--- src/rtl/c2r_pkg.sv ---
package c2r_pkg;
  typedef enum logic [1:0] {
    QP_0   = 2'd0,
    QP_90  = 2'd1,
    QP_180 = 2'd2,
    QP_270 = 2'd3
  } quad_phase_e;
endpackage

--- src/rtl/c2r_delay.sv ---
module c2r_delay #(
  parameter int W = 16
) (
  input  logic                clk,
  input  logic                rst_n,
  input  logic                adv,
  input  logic                en,
  input  logic signed [W-1:0] din,
  output logic signed [W-1:0] dout
);
  logic signed [W-1:0] held_q, held_n;

  always_comb begin
    held_n = held_q;
    if (adv) held_n = din;
  end

  always_ff @(posedge clk or negedge rst_n) begin
    if (!rst_n) held_q <= '0;
    else        held_q <= held_n;
  end

  assign dout = en ? held_q : din;

  // the stored sample changes only on accepted input
  p_hold_idle_r3: assert property (@(posedge clk) disable iff (!rst_n)
    !adv |=> $stable(held_q));
  p_capture_r4: assert property (@(posedge clk) disable iff (!rst_n)
    adv |=> held_q == $past(din));
endmodule

--- src/rtl/c2r_rotator.sv ---
module c2r_rotator
  import c2r_pkg::*;
#(
  parameter int W = 16
) (
  input  logic                clk,
  input  logic                rst_n,
  input  logic                adv,
  input  logic signed [W-1:0] a,
  input  logic signed [W-1:0] b,
  input  logic                keep_q,
  output logic signed [W-1:0] dout
);
  localparam logic signed [W-1:0] MINV = {1'b1, {(W-1){1'b0}}};
  localparam logic signed [W-1:0] MAXV = {1'b0, {(W-1){1'b1}}};

  logic [1:0]          phase_q, phase_n;
  logic signed [W-1:0] src;
  logic                neg;

  always_comb begin
    phase_n = phase_q;
    if (adv) phase_n = phase_q + 2'd1;
  end

  always_ff @(posedge clk or negedge rst_n) begin
    if (!rst_n) phase_q <= '0;
    else        phase_q <= phase_n;
  end

  always_comb begin
    src = a;
    neg = 1'b0;
    if (keep_q) begin
      unique case (phase_q)
        QP_0:    begin src = b; neg = 1'b0; end
        QP_90:   begin src = a; neg = 1'b0; end
        QP_180:  begin src = b; neg = 1'b1; end
        default: begin src = a; neg = 1'b1; end
      endcase
    end else begin
      unique case (phase_q)
        QP_0:    begin src = a; neg = 1'b0; end
        QP_90:   begin src = b; neg = 1'b1; end
        QP_180:  begin src = a; neg = 1'b1; end
        default: begin src = b; neg = 1'b0; end
      endcase
    end
  end

  always_comb begin
    dout = src;
    if (neg) dout = (src == MINV) ? MAXV : -src;
  end

  p_phase_idle_r2: assert property (@(posedge clk) disable iff (!rst_n)
    !adv |=> $stable(phase_q));
  p_phase_step_r5: assert property (@(posedge clk) disable iff (!rst_n)
    adv |=> phase_q == 2'($past(phase_q) + 2'd1));
  p_no_min_neg_r7: assert property (@(posedge clk) disable iff (!rst_n)
    neg |-> dout != MINV);
endmodule

--- src/rtl/c2r_formatter.sv ---
module c2r_formatter #(
  parameter int W = 16
) (
  input  logic                clk,
  input  logic                rst_n,
  input  logic                smp_valid,
  input  logic signed [W-1:0] smp,
  input  logic                real_only,
  output logic                out_valid,
  output logic [2*W-1:0]      out_data
);
  localparam int DW = 2 * W;

  logic          vld_q, vld_n;
  logic [DW-1:0] data_q, data_n;
  logic [W-1:0]  lo_q, lo_n;
  logic          ptr_q, ptr_n;

  always_comb begin
    vld_n  = 1'b0;
    data_n = data_q;
    lo_n   = lo_q;
    ptr_n  = ptr_q;
    if (!real_only) begin
      ptr_n = 1'b0;
      if (smp_valid) begin
        vld_n  = 1'b1;
        data_n = {{W{1'b0}}, smp};
      end
    end else if (smp_valid) begin
      if (!ptr_q) begin
        lo_n  = smp;
        ptr_n = 1'b1;
      end else begin
        vld_n  = 1'b1;
        data_n = {smp, lo_q};
        ptr_n  = 1'b0;
      end
    end
  end

  always_ff @(posedge clk or negedge rst_n) begin
    if (!rst_n) begin
      vld_q  <= 1'b0;
      data_q <= '0;
      lo_q   <= '0;
      ptr_q  <= 1'b0;
    end else begin
      vld_q  <= vld_n;
      data_q <= data_n;
      lo_q   <= lo_n;
      ptr_q  <= ptr_n;
    end
  end

  assign out_valid = vld_q;
  assign out_data  = data_q;

  p_rate_r2: assert property (@(posedge clk) disable iff (!rst_n)
    (smp_valid && !real_only) |=> out_valid);
  p_ifield_zero_r8: assert property (@(posedge clk) disable iff (!rst_n)
    (smp_valid && !real_only) |=> out_data[DW-1:W] == '0);
  p_pair_first_r9: assert property (@(posedge clk) disable iff (!rst_n)
    (smp_valid && real_only && !ptr_q) |=> !out_valid);
  p_hold_idle_r10: assert property (@(posedge clk) disable iff (!rst_n)
    !smp_valid |=> !out_valid && $stable(out_data));
endmodule

--- src/rtl/c2r_quarter_conv.sv ---
module c2r_quarter_conv #(
  parameter int W = 16
) (
  input  logic             clk,
  input  logic             rst_n,
  input  logic             in_valid,
  input  logic [W-1:0]     in_i,
  input  logic [W-1:0]     in_q,
  input  logic             dly_i_en,
  input  logic             dly_q_en,
  input  logic             keep_q,
  input  logic             real_only,
  output logic             out_valid,
  output logic [2*W-1:0]   out_data
);
  localparam int NPATH = 2;

  logic signed [W-1:0] raw  [NPATH];
  logic signed [W-1:0] used [NPATH];
  logic                den  [NPATH];
  logic signed [W-1:0] kept;

  assign raw[0] = in_i;
  assign raw[1] = in_q;
  assign den[0] = dly_i_en;
  assign den[1] = dly_q_en;

  for (genvar p = 0; p < NPATH; p++) begin : g_path
    c2r_delay #(.W(W)) u_dly (
      .clk  (clk),
      .rst_n(rst_n),
      .adv  (in_valid),
      .en   (den[p]),
      .din  (raw[p]),
      .dout (used[p])
    );
  end

  c2r_rotator #(.W(W)) u_rot (
    .clk   (clk),
    .rst_n (rst_n),
    .adv   (in_valid),
    .a     (used[0]),
    .b     (used[1]),
    .keep_q(keep_q),
    .dout  (kept)
  );

  c2r_formatter #(.W(W)) u_fmt (
    .clk      (clk),
    .rst_n    (rst_n),
    .smp_valid(in_valid),
    .smp      (kept),
    .real_only(real_only),
    .out_valid(out_valid),
    .out_data (out_data)
  );
endmodule

--- config.mk ---
export PLATFORM = sky130hd
export DESIGN_NAME = c2r_quarter_conv
export DESIGN_NICKNAME = d
export VERILOG_FILES = /design/src/rtl/c2r_pkg.sv /design/src/rtl/c2r_delay.sv /design/src/rtl/c2r_rotator.sv /design/src/rtl/c2r_formatter.sv /design/src/rtl/c2r_quarter_conv.sv
export SDC_FILE = /design/constraint.sdc
export NUM_CORES = 1
export LEC_CHECK = 0
export BUFFER_PORTS_ARGS = -buffer_cell sky130_fd_sc_hd__buf_2
export CAP_MARGIN = 20
export CORE_MARGIN = 2
export CORE_UTILIZATION = 60
export DETAILED_ROUTE_END_ITERATION = 10
export GPL_ROUTABILITY_DRIVEN = 0
export GPL_TIMING_DRIVEN = 0
export PLACE_DENSITY = 0.93
export SYNTH_ARGS = -nofsm -noshare
export SYNTH_HDL_FRONTEND = slang
export SYNTH_SLANG_ARGS = --single-unit
export TNS_END_PERCENT = 20
--- constraint.sdc ---
create_clock -name clk -period 5.7 [get_ports clk]
set_clock_uncertainty 0.05 [all_clocks]
set_input_delay 0.57 -clock clk [delete_from_list [all_inputs] [get_ports clk]]
set_output_delay 0.57 -clock clk [all_outputs]
set_load 0.05 [all_outputs]
==> results.md, run 1 <==
* Outcome: finished, final reports clean
* Leakage power at roughly 2.5 nW
* CP Data Arrival Time at between 4000 and 5000 ps
* Clock sinks at 84
* Setup crit start kind: flop
* Vias/cell at 6.67
* Maxcap violations at 0
* DP HPWL at between 9 and 10 mm
* Largest net degree at the start of global routing at just under 50
* # IOs at between 70 and 80
* Crit-path leading delay family: compound AO/OA/AOI/OAI gates
* Area grow syn2layout at 15.4%
* Crit Path Class: reg2reg
* Worst R2R Start: u_rot.phase_q[0]
* Tot GR Track Use at 0.303
* CTS tree: done
* Post-Place Setup Slack at roughly 1700 ps
* Slew @ Worst Pin at 693 ps
* R2r endpoint: u_fmt.out_data[14]
* Post-Syn Nets at 509
* Design Area, Final at 0.00550 sq mm
* Final WL at about 13 mm
* CP max stage cell: o22ai_1
* Height of the die at between 90 and 100 um
* DR pass1 iterations at 5
* Hold/Removal Path Class: in2async
* Post-synthesis area per instance at around 10 sq um
* Reg clk slew, reported paths at about 90 ps
* First-pass GRT wire length at approximately 20 mm
* Total CTS buffers at 9
* Max Slew Vio Count at 0
* #FFs+latches synth at between 80 and 90
* RSZ-0062 raised after global routing: no
* Hold buffer count at cts at 0
* CTS resizes at 0
* Initial antenna violation count at 0
* Fin Setup TNS at 0 ps
* Mapped Area at approximately 0.0048 sq mm
* Post-synth ARST share at 1.00
* Top_reg_cell synth: dfrtp_1
* Yosys cell types at 59
* Htree depth at 3
* Post-CTS Setup Bufs at 0
* Final hold vios at 0
* Vias in the first global route at approximately 4200
* Critical Path Max Stage Delay at 500 ps
* GR Overflow Total at 0
* Synth Instances at approximately 470
* Number of synthesized flops with an enable pin at 0
* Die W at between 90 and 100 um
* R2R depth at 14
* Crit. End Element: flop
* VDD IR-drop max at 0.000233 V
* CP Buf/Inv Count at 3
* NumNets Final at between 500 and 600
* Peak fanout along the critical path at 10
* Post-Place Cell Area at roughly 0.0053 sq mm
* Power Total at roughly 2.9 mW
* Starting Density at 0.617
* I/O Buffers at 68
* Setup violators final at 0
* Initial DRC Count at ~350
* # DRC at 0
* Via Count at 4349
* Cell area power density at around 520 mW/mm^2
* R2r setup slk at approximately 1500 ps
* F_max at roughly 240 MHz
* Antenna viol nets, final at 0
* Post-synthesis sequential area ratio at 0.441
* Share of cells above drive strength 1 at 0.284
* Clk_lat worst skew at around 370 ps
* Final worst slack at approximately 1500 ps
* Rows at 32
* CTS root buf: clkbuf_8
* # diodes at 0
* Part of the cycle the worst path needs at 0.738
* Final min period at roughly 4200 ps
* Wire per inst at around 20 um
* Cell Chain, Critical Path: inv_1 > ha_1 > o21a_1 > buf_2 > nor2_1 > clkbuf_1 > nor2_1 > a21oi_1 > ha_1 > o211ai_1 > o22ai_1 > o211ai_1 > mux2i_1 > o31ai_1
* CP required at a little under 6000 ps
* Yosys Warn Count at 0
* Max clock buf depth at 2
* Die footprint at roughly 0.0087 sq mm
* Slew headroom at 0.531
* Core area at roughly 0.0077 sq mm
[cell usage after synthesis, types with 3 or more instances]
cell type	number	share of area
a211oi_1	4	0.0063
a21oi_1	28	0.029
a22oi_1	3	0.0047
a31oi_1	3	0.0039
and2_1	3	0.0039
and3_1	9	0.012
buf_1	3	0.0024
buf_2	6	0.0063
buf_4	3	0.0047
buf_6	4	0.0094
clkbuf_1	11	0.0087
dfrtp_1	84	0.44
ha_1	4	0.010
inv_1	5	0.0039
mux2_2	45	0.11
mux2i_1	30	0.063
nand2_1	36	0.028
nand3_1	8	0.0084
nand4_1	3	0.0039
nor2_1	31	0.024
nor2b_1	3	0.0039
nor3_1	10	0.010
nor3_2	3	0.0063
nor3b_1	8	0.013
nor4_1	3	0.0039
o211ai_1	7	0.011
o21ai_0	35	0.037
o21ai_1	10	0.010
o22ai_1	6	0.0079
o31ai_1	4	0.0063
o32ai_1	3	0.0055
or3_1	11	0.014
xnor2_1	4	0.0073
xor2_1	6	0.011
[final cells by class]
cell class | count | area [sq um]
Sequential cell | 84 | 2100
Buffer | 27 | 150
Multi-Input combinational cell | 350 | 2500
Clock inverter | 6 | 113
Timing Repair Buffer | 69 | 370
Inverter | 5 | 18.8
Fill cell | 574 | 2220
Clock buffer | 9 | 124
Tap cell | 102 | 128
[power breakdown]
group          total, mW  switching (mW)  internal [mW]
combinational       1.49            1.03          0.455
sequential         0.869           0.101          0.768
clock              0.512           0.222          0.290
total               2.87            1.35           1.51
[worst reg2reg max path, stage by stage (launching register included)]
cell	delay [ps]
dfrtp_1	390
inv_1	80
ha_1	300
o21a_1	300
buf_2	210
nor2_1	260
clkbuf_1	440
nor2_1	100
a21oi_1	260
ha_1	300
o211ai_1	130
o22ai_1	500
o211ai_1	240
mux2i_1	370
o31ai_1	150
[logic make-up after synthesis]
group,count (synthesis),synth area share
AOI/OAI and AO/OA,125,0.175
and+or+nand+nor,134,0.143
adders and majority gates,4,0.0105
DFF,84,0.441
muxes,77,0.177
xor gates and xnor gates,10,0.0184
buffers and inverters,32,0.0354
[layout by cell type, fill, tap and decap left out, drive strengths merged, types with 6 or more instances in the layout]
master,count
o21ai,46
nand2,37
or3,11
inv,6
nor3,13
and3,9
o211ai,7
dfrtp,84
nand3,8
nor2,31
xor2,6
o22ai,6
a21oi,28
mux2i,31
clkbuf,20
buf,85
nor3b,8
mux2,45
[how the worst max path moves through the flow]
| stage | from | end | cells after the start |
|---|---|---|---|
| after global placement | u_rot.phase_q[0] | u_fmt.lo_q[13] | 15 |
| final | u_rot.phase_q[0] | u_fmt.out_data[14] | 14 |
| after CTS | u_rot.phase_q[0] | u_fmt.lo_q[13] | 15 |
| after global routing | u_rot.phase_q[0] | u_fmt.out_data[14] | 14 |
| after detailed placement | u_rot.phase_q[0] | u_fmt.lo_q[13] | 15 |
| after floorplan | u_rot.phase_q[0] | u_fmt.out_data[13] | 14 |
[metrics by stage]
stage                     hold WS (ps)  cells  utilization
after global placement             402    636        0.678
after global routing               143    652        0.712
final                              103    652        0.712
after CTS                          128    652        0.712
after floorplan                    224    466            -
after detailed placement           422    637        0.682
[layer usage]
layer	up-vias	share of wire	track usage
met2	288	0.48	0.492
met4	0	0.040	0.150
met1	2107	0.39	0.390
li1	1897	-	-
met3	57	0.092	0.0604
met5	-	0	0
[flip-flops by register name, indices dropped and copies added (netlist names)]
name	cells
u_rot.phase_q	2
u_fmt.out_valid	1
u_fmt.out_data	32
g_path.u_dly.held_q	32
u_fmt.ptr_q	1
u_fmt.lo_q	16
Note: power is estimated with default switching activity, not from simulation.
==> inputs of run 2 (changes only) <==
--- a/config.mk
+++ b/config.mk
@@ -8,11 +8,11 @@
 export BUFFER_PORTS_ARGS = -buffer_cell sky130_fd_sc_hd__buf_2
 export CAP_MARGIN = 20
 export CORE_MARGIN = 2
-export CORE_UTILIZATION = 60
+export CORE_UTILIZATION = 52
 export DETAILED_ROUTE_END_ITERATION = 10
 export GPL_ROUTABILITY_DRIVEN = 0
 export GPL_TIMING_DRIVEN = 0
-export PLACE_DENSITY = 0.93
+export PLACE_DENSITY = 0.87
 export SYNTH_ARGS = -nofsm -noshare
 export SYNTH_HDL_FRONTEND = slang
 export SYNTH_SLANG_ARGS = --single-unit
==> constraint.sdc (replaced) <==
create_clock -name clk -period 3.45 [get_ports clk]
set_clock_uncertainty 0.05 [all_clocks]
set_input_delay 0.345 -clock clk [delete_from_list [all_inputs] [get_ports clk]]
set_output_delay 0.345 -clock clk [all_outputs]
set_load 0.05 [all_outputs]
==> run 2 against run 1 <==
Routed wire length is 2.0% higher; final area is 2.3% higher; clock power is 32% higher; via count is 1.4% lower; final cell count is 2.3% higher; worst setup slack worse by 1500 ps; utilization is 7.3 points lower; power is 66% higher; sequential cell count stayed put; maximum frequency is 23% higher; critical path depth is 1 higher; combinational power is 78% higher.
==> results.md, run 2 (synthesis results as in run 1) <==
* NumNets Final at 597 (was 589)
* Pint at 2.44 mW (was 1.51 mW)
* CP required at 3670 ps (was 5890 ps)
* CTS tree: done (unchanged)
* Peak fanout along the critical path at 7 (was 10)
* Largest net degree at the start of global routing at 68 (was 49)
* Wire per inst at 19.5 um (about the same)
* Crit. End Element: flop (unchanged)
* Final worst slack at 39.6 ps (was 1490 ps)
* # diodes at 0 (unchanged)
* Die W at 99.8 um (was 93.2 um)
* First-pass GRT wire length at 20.4 mm (was 20.5 mm)
* Leakage power at 2.49 nW (was 2.46 nW)
* Psw at 2.32 mW (was 1.35 mW)
* Initial DRC Count at 413 (was 345)
* Clock share of power at 0.142 (was 0.179)
* Maxcap violations at 0 (unchanged)
* Vias in the first global route at 4068 (was 4223)
* Outcome: finished, final reports clean (unchanged)
* Share of cells above drive strength 1 at 0.318 (was 0.284)
* Total CTS buffers at 9 (unchanged)
* Clk_lat worst skew at 380 ps (was 370 ps)
* Most frequent cells in the layout: dfrtp_1, buf_2, mux2_2 (unchanged)
* Design Area, Final at 0.00563 sq mm (was 0.00550 sq mm)
* Max Slew Vio Count at 0 (unchanged)
* Area grow syn2layout at 18.1% (was 15.4%)
* Final min period at 3410 ps (was 4210 ps)
* Antenna viol nets, final at 0 (unchanged)
* DP HPWL at 9.29 mm (was 9.43 mm)
* Setup violators final at 0 (unchanged)
* Core area at 0.00881 sq mm (was 0.00773 sq mm)
* Max clock buf depth at 2 (unchanged)
* Slew headroom at 0.496 (was 0.531)
* Hold slack final at 165 ps (was 103 ps)
* Crit Path Class: reg2reg (unchanged)
* Tot GR Track Use at 0.261 (was 0.303)
* # IOs at 72 (unchanged)
* F_max at 293 MHz (was 238 MHz)
* Final WL at 13.0 mm (was 12.7 mm)
* Htree depth at 3 (unchanged)
* Cell area power density at 846 mW/mm^2 (was 521 mW/mm^2)
* Height of the die at 99.8 um (was 93.2 um)
* Seq pwr share at 0.301 (was 0.303)
* Die footprint at 0.00995 sq mm (was 0.00868 sq mm)
* Fin Setup TNS at 0 ps (unchanged)
* # DRC at 0 (unchanged)
* Power Total at 4.76 mW (was 2.87 mW)
* Rows at 34 (was 32)
* VDD IR-drop max at 0.000425 V (was 0.000233 V)
* CTS root buf: clkbuf_8 (unchanged)
* Starting Density at 0.542 (was 0.617)
* I/O Buffers at 68 (unchanged)
* Post-Place Setup Slack at -458 ps (was 1680 ps)
* Vias/cell at 6.43 (was 6.67)
* Final hold vios at 0 (unchanged)
* Reg clk slew, reported paths at 90 ps (about the same)
* DR pass1 iterations at 6 (was 5)
* Part of the cycle the worst path needs at 0.989 (was 0.738)
* Clock sinks at 84 (unchanged)
* Initial antenna violation count at 0 (unchanged)
* Sw frac at 0.488 (was 0.472)
* Slew @ Worst Pin at 745 ps (was 693 ps)
* Most common cell after layout, fill and taps aside: dfrtp_1 (unchanged)
* Post-Place Cell Area at 0.00528 sq mm (was 0.00527 sq mm)
* Comb power frac at 0.557 (was 0.518)
* Hold/Removal Path Class: in2reg (was in2async)
* Setup crit start kind: flop (unchanged)
* GR Overflow Total at 0 (unchanged)
* Via Count at 4287 (was 4349)
* CP Data Arrival Time at 3630 ps (was 4400 ps)
==> run 2: power by group through the flow <==
stage / Sequential (mW) / Combinational, mW / Clock (mW)
finish: 1.43 / 2.65 / 0.676
global route: 1.46 / 2.81 / 0.720
CTS: 1.43 / 2.47 / 0.681
detailed placement: 1.45 / 2.38 / 0
global placement: 1.43 / 2.31 / 0
floorplan: 1.93 / 1.26 / 0
==> run 2: area by class of cell <==
cell class,instances,area [sq um]
clock inverters,6,46.3
repair buffers,79,448
fillers,680,3170
well taps,108,135
flip-flops and latches,84,2100
plain buffers,25,159
multi-input cells,350,2580
clock buffers,10,138
inverters,5,18.8
==> run 2: worst paths after layout <==
check	start	end	slack (ps)	depth (start not counted)
max	u_rot.phase_q[0]	u_fmt.out_data[13]	40	15
min	in_i[14]	g_path[0].u_dly.held_q[14]	160	2
max reg2reg	u_rot.phase_q[0]	u_fmt.out_data[13]	40	15
min reg2reg	u_fmt.lo_q[0]	u_fmt.lo_q[0]	440	2
max in group asynchronous	rst_n	g_path[0].u_dly.held_q[9]	2410	3
min in group asynchronous	rst_n	u_fmt.out_data[3]	320	2
==> run 2: repair_timing <==
| item | in CTS | in global routing |
|---|---|---|
| buffers inserted | 2 | 7 |
| endpoints found under the hold margin | 17 | 0 |
| gates resized for setup | 14 | 13 |
| pin swaps | 2 | 4 |
| hold buffers | 1 | 0 |
| setup endpoints to repair | 47 | 47 |
==> run 2: critical path: stages, from the launching register on <==
cell      delay [ps]
dfrtp_1          390
inv_1            130
ha_2             290
nor3_4            80
buf_6            130
buf_4            150
o21ai_0          260
o21ai_1          170
ha_2             220
o211ai_1         110
o22ai_2          100
buf_4            170
and4_4           170
buf_6            130
a2111o_1         420
a221o_1          310
==> run 2: through the flow <==
step / utilization / std cells
global route: 0.640 / 667
global placement: 0.596 / 642
finish: 0.640 / 667
detailed placement: 0.599 / 643
floorplan: - / 466
CTS: 0.628 / 662
==> run 2: layer usage <==
| layer | track usage | part of all wire | vias up |
|---|---|---|---|
| met3 | 0.0481 | 0.089 | 49 |
| met5 | 0 | 0 | - |
| met1 | 0.347 | 0.41 | 2067 |
| met2 | 0.423 | 0.47 | 267 |
| met4 | 0.107 | 0.026 | 0 |
| li1 | - | - | 1904 |
==> inputs of run 3 (changes only) <==
--- a/config.mk
+++ b/config.mk
@@ -5,14 +5,14 @@
 export SDC_FILE = /design/constraint.sdc
 export NUM_CORES = 1
 export LEC_CHECK = 0
-export BUFFER_PORTS_ARGS = -buffer_cell sky130_fd_sc_hd__buf_2
+export BUFFER_PORTS_ARGS = -buffer_cell sky130_fd_sc_hd__clkbuf_2
 export CAP_MARGIN = 20
 export CORE_MARGIN = 2
-export CORE_UTILIZATION = 52
+export CORE_UTILIZATION = 60
 export DETAILED_ROUTE_END_ITERATION = 10
 export GPL_ROUTABILITY_DRIVEN = 0
 export GPL_TIMING_DRIVEN = 0
-export PLACE_DENSITY = 0.87
+export PLACE_DENSITY = 0.93
 export SYNTH_ARGS = -nofsm -noshare
 export SYNTH_HDL_FRONTEND = slang
 export SYNTH_SLANG_ARGS = --single-unit
==> constraint.sdc (replaced) <==
create_clock -name clk -period 4.3 [get_ports clk]
set_clock_uncertainty 0.05 [all_clocks]
set_input_delay 0.43 -clock clk [delete_from_list [all_inputs] [get_ports clk]]
set_output_delay 0.43 -clock clk [all_outputs]
set_load 0.05 [all_outputs]
==> run 3 against run 2 <==
Non-clock buffer count decreased by 8; largest cell class unchanged; clock power is 20% lower; the run now ends with hold timing left; highest routed layer unchanged; worst setup slack improved by 280 ps; maximum frequency decreased by 14%; final area is 3.1% lower; sequential power shrank 19%; largest power group unchanged; count of clock-buffer cells in the layout unchanged; critical path depth decreased by 1.
==> results.md, run 3 (synthesis results as in run 1) <==
* RSZ-0062 raised after global routing: no
* Htree depth at 3 (unchanged)
* NumNets Final at 589 (was 597)
* Largest net degree at the start of global routing at 49 (was 68)
* Most common cell after layout, fill and taps aside: dfrtp_1 (unchanged)
* Starting Density at 0.617 (was 0.542)
* Most frequent cells in the layout: dfrtp_1, clkbuf_2, mux2_2 (was dfrtp_1, buf_2, mux2_2)
* Final WL at 12.7 mm (was 13.0 mm)
* Maxcap violations at 0 (unchanged)
* Total CTS buffers at 9 (unchanged)
* Share of cells above drive strength 1 at 0.287 (was 0.318)
* DR pass1 iterations at 5 (was 6)
* Hold slack final at -4.58 ps (was 165 ps)
* Slew headroom at 0.541 (was 0.496)
* Clk_lat worst skew at 370 ps (was 380 ps)
* Height of the die at 93.2 um (was 99.8 um)
* Initial antenna violation count at 0 (unchanged)
* CP required at 4490 ps (was 3670 ps)
* Non-Filler Instances at 653 (was 667)
* Rows at 32 (was 34)
* Post-Place Setup Slack at 339 ps (was -458 ps)
* Max Slew Vio Count at 0 (unchanged)
* Power Total at 3.65 mW (was 4.76 mW)
* Via Count at 4328 (was 4287)
* Leakage power at 2.43 nW (was 2.49 nW)
* Hold/Removal Path Class: in2async (was in2reg)
* Area grow syn2layout at 14.4% (was 18.1%)
* Filler cells at 563 (was 680)
* DP HPWL at 9.37 mm (was 9.29 mm)
* Core area at 0.00773 sq mm (was 0.00881 sq mm)
* Setup crit start kind: flop (unchanged)
* VDD IR-drop max at 0.000315 V (was 0.000425 V)
* Part of the cycle the worst path needs at 0.925 (was 0.989)
* CTS tree: done (unchanged)
* GR Overflow Total at 0 (unchanged)
* Setup violators final at 0 (unchanged)
* Die W at 93.2 um (was 99.8 um)
* Clock sinks at 84 (unchanged)
* Violated checks: hold timing
* Final min period at 3980 ps (was 3410 ps)
* R2R depth at 14 (was 15)
* Placed insts at 637 (was 643)
* Final worst slack at 323 ps (was 39.6 ps)
* R2r endpoint: u_fmt.out_data[17] (was u_fmt.out_data[13])
* Area occupied by multi-input gates at 0.00250 sq mm (was 0.00258 sq mm)
* Peak fanout along the critical path at 10 (was 7)
* Slew @ Worst Pin at 684 ps (was 745 ps)
* # IOs at 72 (unchanged)
* R2r setup slk at 320 ps (was 40 ps)
* CP Data Arrival Time at 4170 ps (was 3630 ps)
* F_max at 251 MHz (was 293 MHz)
* Final hold vios at 3 (was 0)
* Die footprint at 0.00868 sq mm (was 0.00995 sq mm)
* Max clock buf depth at 2 (unchanged)
* Tot GR Track Use at 0.309 (was 0.261)
* Post-CTS Setup Bufs at 0 (was 2)
* Wire per inst at 19.4 um (was 19.5 um)
* # DRC at 0 (unchanged)
* First-pass GRT wire length at 20.8 mm (was 20.4 mm)
* Cell area power density at 669 mW/mm^2 (was 846 mW/mm^2)
* Vias in the first global route at 4238 (was 4068)
* Antenna viol nets, final at 0 (unchanged)
* Outcome: finished, violations left (was finished, final reports clean)
* Storage cell area at 0.00210 sq mm (unchanged)
* Crit Path Class: reg2reg (unchanged)
* Reg clk slew, reported paths at 90 ps (about the same)
* Fin Setup TNS at 0 ps (unchanged)
* # diodes at 0 (unchanged)
* I/O Buffers at 68 (unchanged)
* Worst R2R Start: u_rot.phase_q[0] (unchanged)
* Initial DRC Count at 380 (was 413)
* Vias/cell at 6.63 (was 6.43)
* Hold buffer count at cts at 0 (was 1)
* CTS root buf: clkbuf_8 (unchanged)
* CTS resizes at 0 (was 14)
* Crit. End Element: flop (unchanged)
==> run 3: cell types whose count changed in the layout (fill, tap and decap cells not counted), moves of 2 or more <==
cell,delta
clkbuf_2,+67
buf_2,-65
buf_4,-9
ha_1,+3
buf_8,-2
ha_2,-2
nor2_1,+2
==> run 3: worst max-delay path: stages, from the launching register on <==
cell and delay [ps]:
dfrtp_1 400, inv_1 80, ha_1 280, o21a_1 290
buf_2 210, nor2_1 250, clkbuf_1 400, a21oi_1 210
ha_1 290, o211ai_1 130, o22ai_2 170, and4_4 210
buf_6 120, a211oi_1 580, o21ai_1 150
==> run 3: final cells by class <==
cell class,count,area share
buffer,27,0.0275
clock buffer,10,0.0252
clock inverter,6,0.00848
inverter,5,0.00344
multi-input combinational,350,0.459
sequential,84,0.385
tap,102,0.0234
timing repair buffer,69,0.0679
==> run 3: stage by stage <==
step | utilization | instance area (sq um)
after detailed placement | 0.682 | 5270
after global routing | 0.706 | 5460
after CTS | 0.705 | 5450
after floorplan | - | 4770
final | 0.706 | 5460
after global placement | 0.678 | 5240
==> run 3: layer usage <==
| layer | routed length (um) | GRT usage | part of all wire |
|---|---|---|---|
| met5 | 0 | 0 | 0 |
| met4 | 363 | 0.162 | 0.029 |
| met3 | 1190 | 0.0661 | 0.094 |
| met2 | 6150 | 0.495 | 0.49 |
| met1 | 4970 | 0.395 | 0.39 |
==> run 3: worst max path at each step <==
stage	start	cells past startpoint	slack [ps]	to
finish	u_rot.phase_q[0]	14	320	u_fmt.out_data[17]
global route	u_rot.phase_q[0]	15	120	u_fmt.lo_q[13]
CTS	u_rot.phase_q[0]	15	300	u_fmt.lo_q[13]
detailed placement	u_rot.phase_q[0]	15	340	u_fmt.lo_q[13]
global placement	u_rot.phase_q[0]	15	440	u_fmt.lo_q[13]
floorplan	u_rot.phase_q[0]	14	990	u_fmt.out_data[13]
==> run 3: power breakdown <==
part | switching [mW] | internal, mW
Sequential | 0.140 | 1.02
Combinational | 1.36 | 0.599
Clock | 0.310 | 0.229
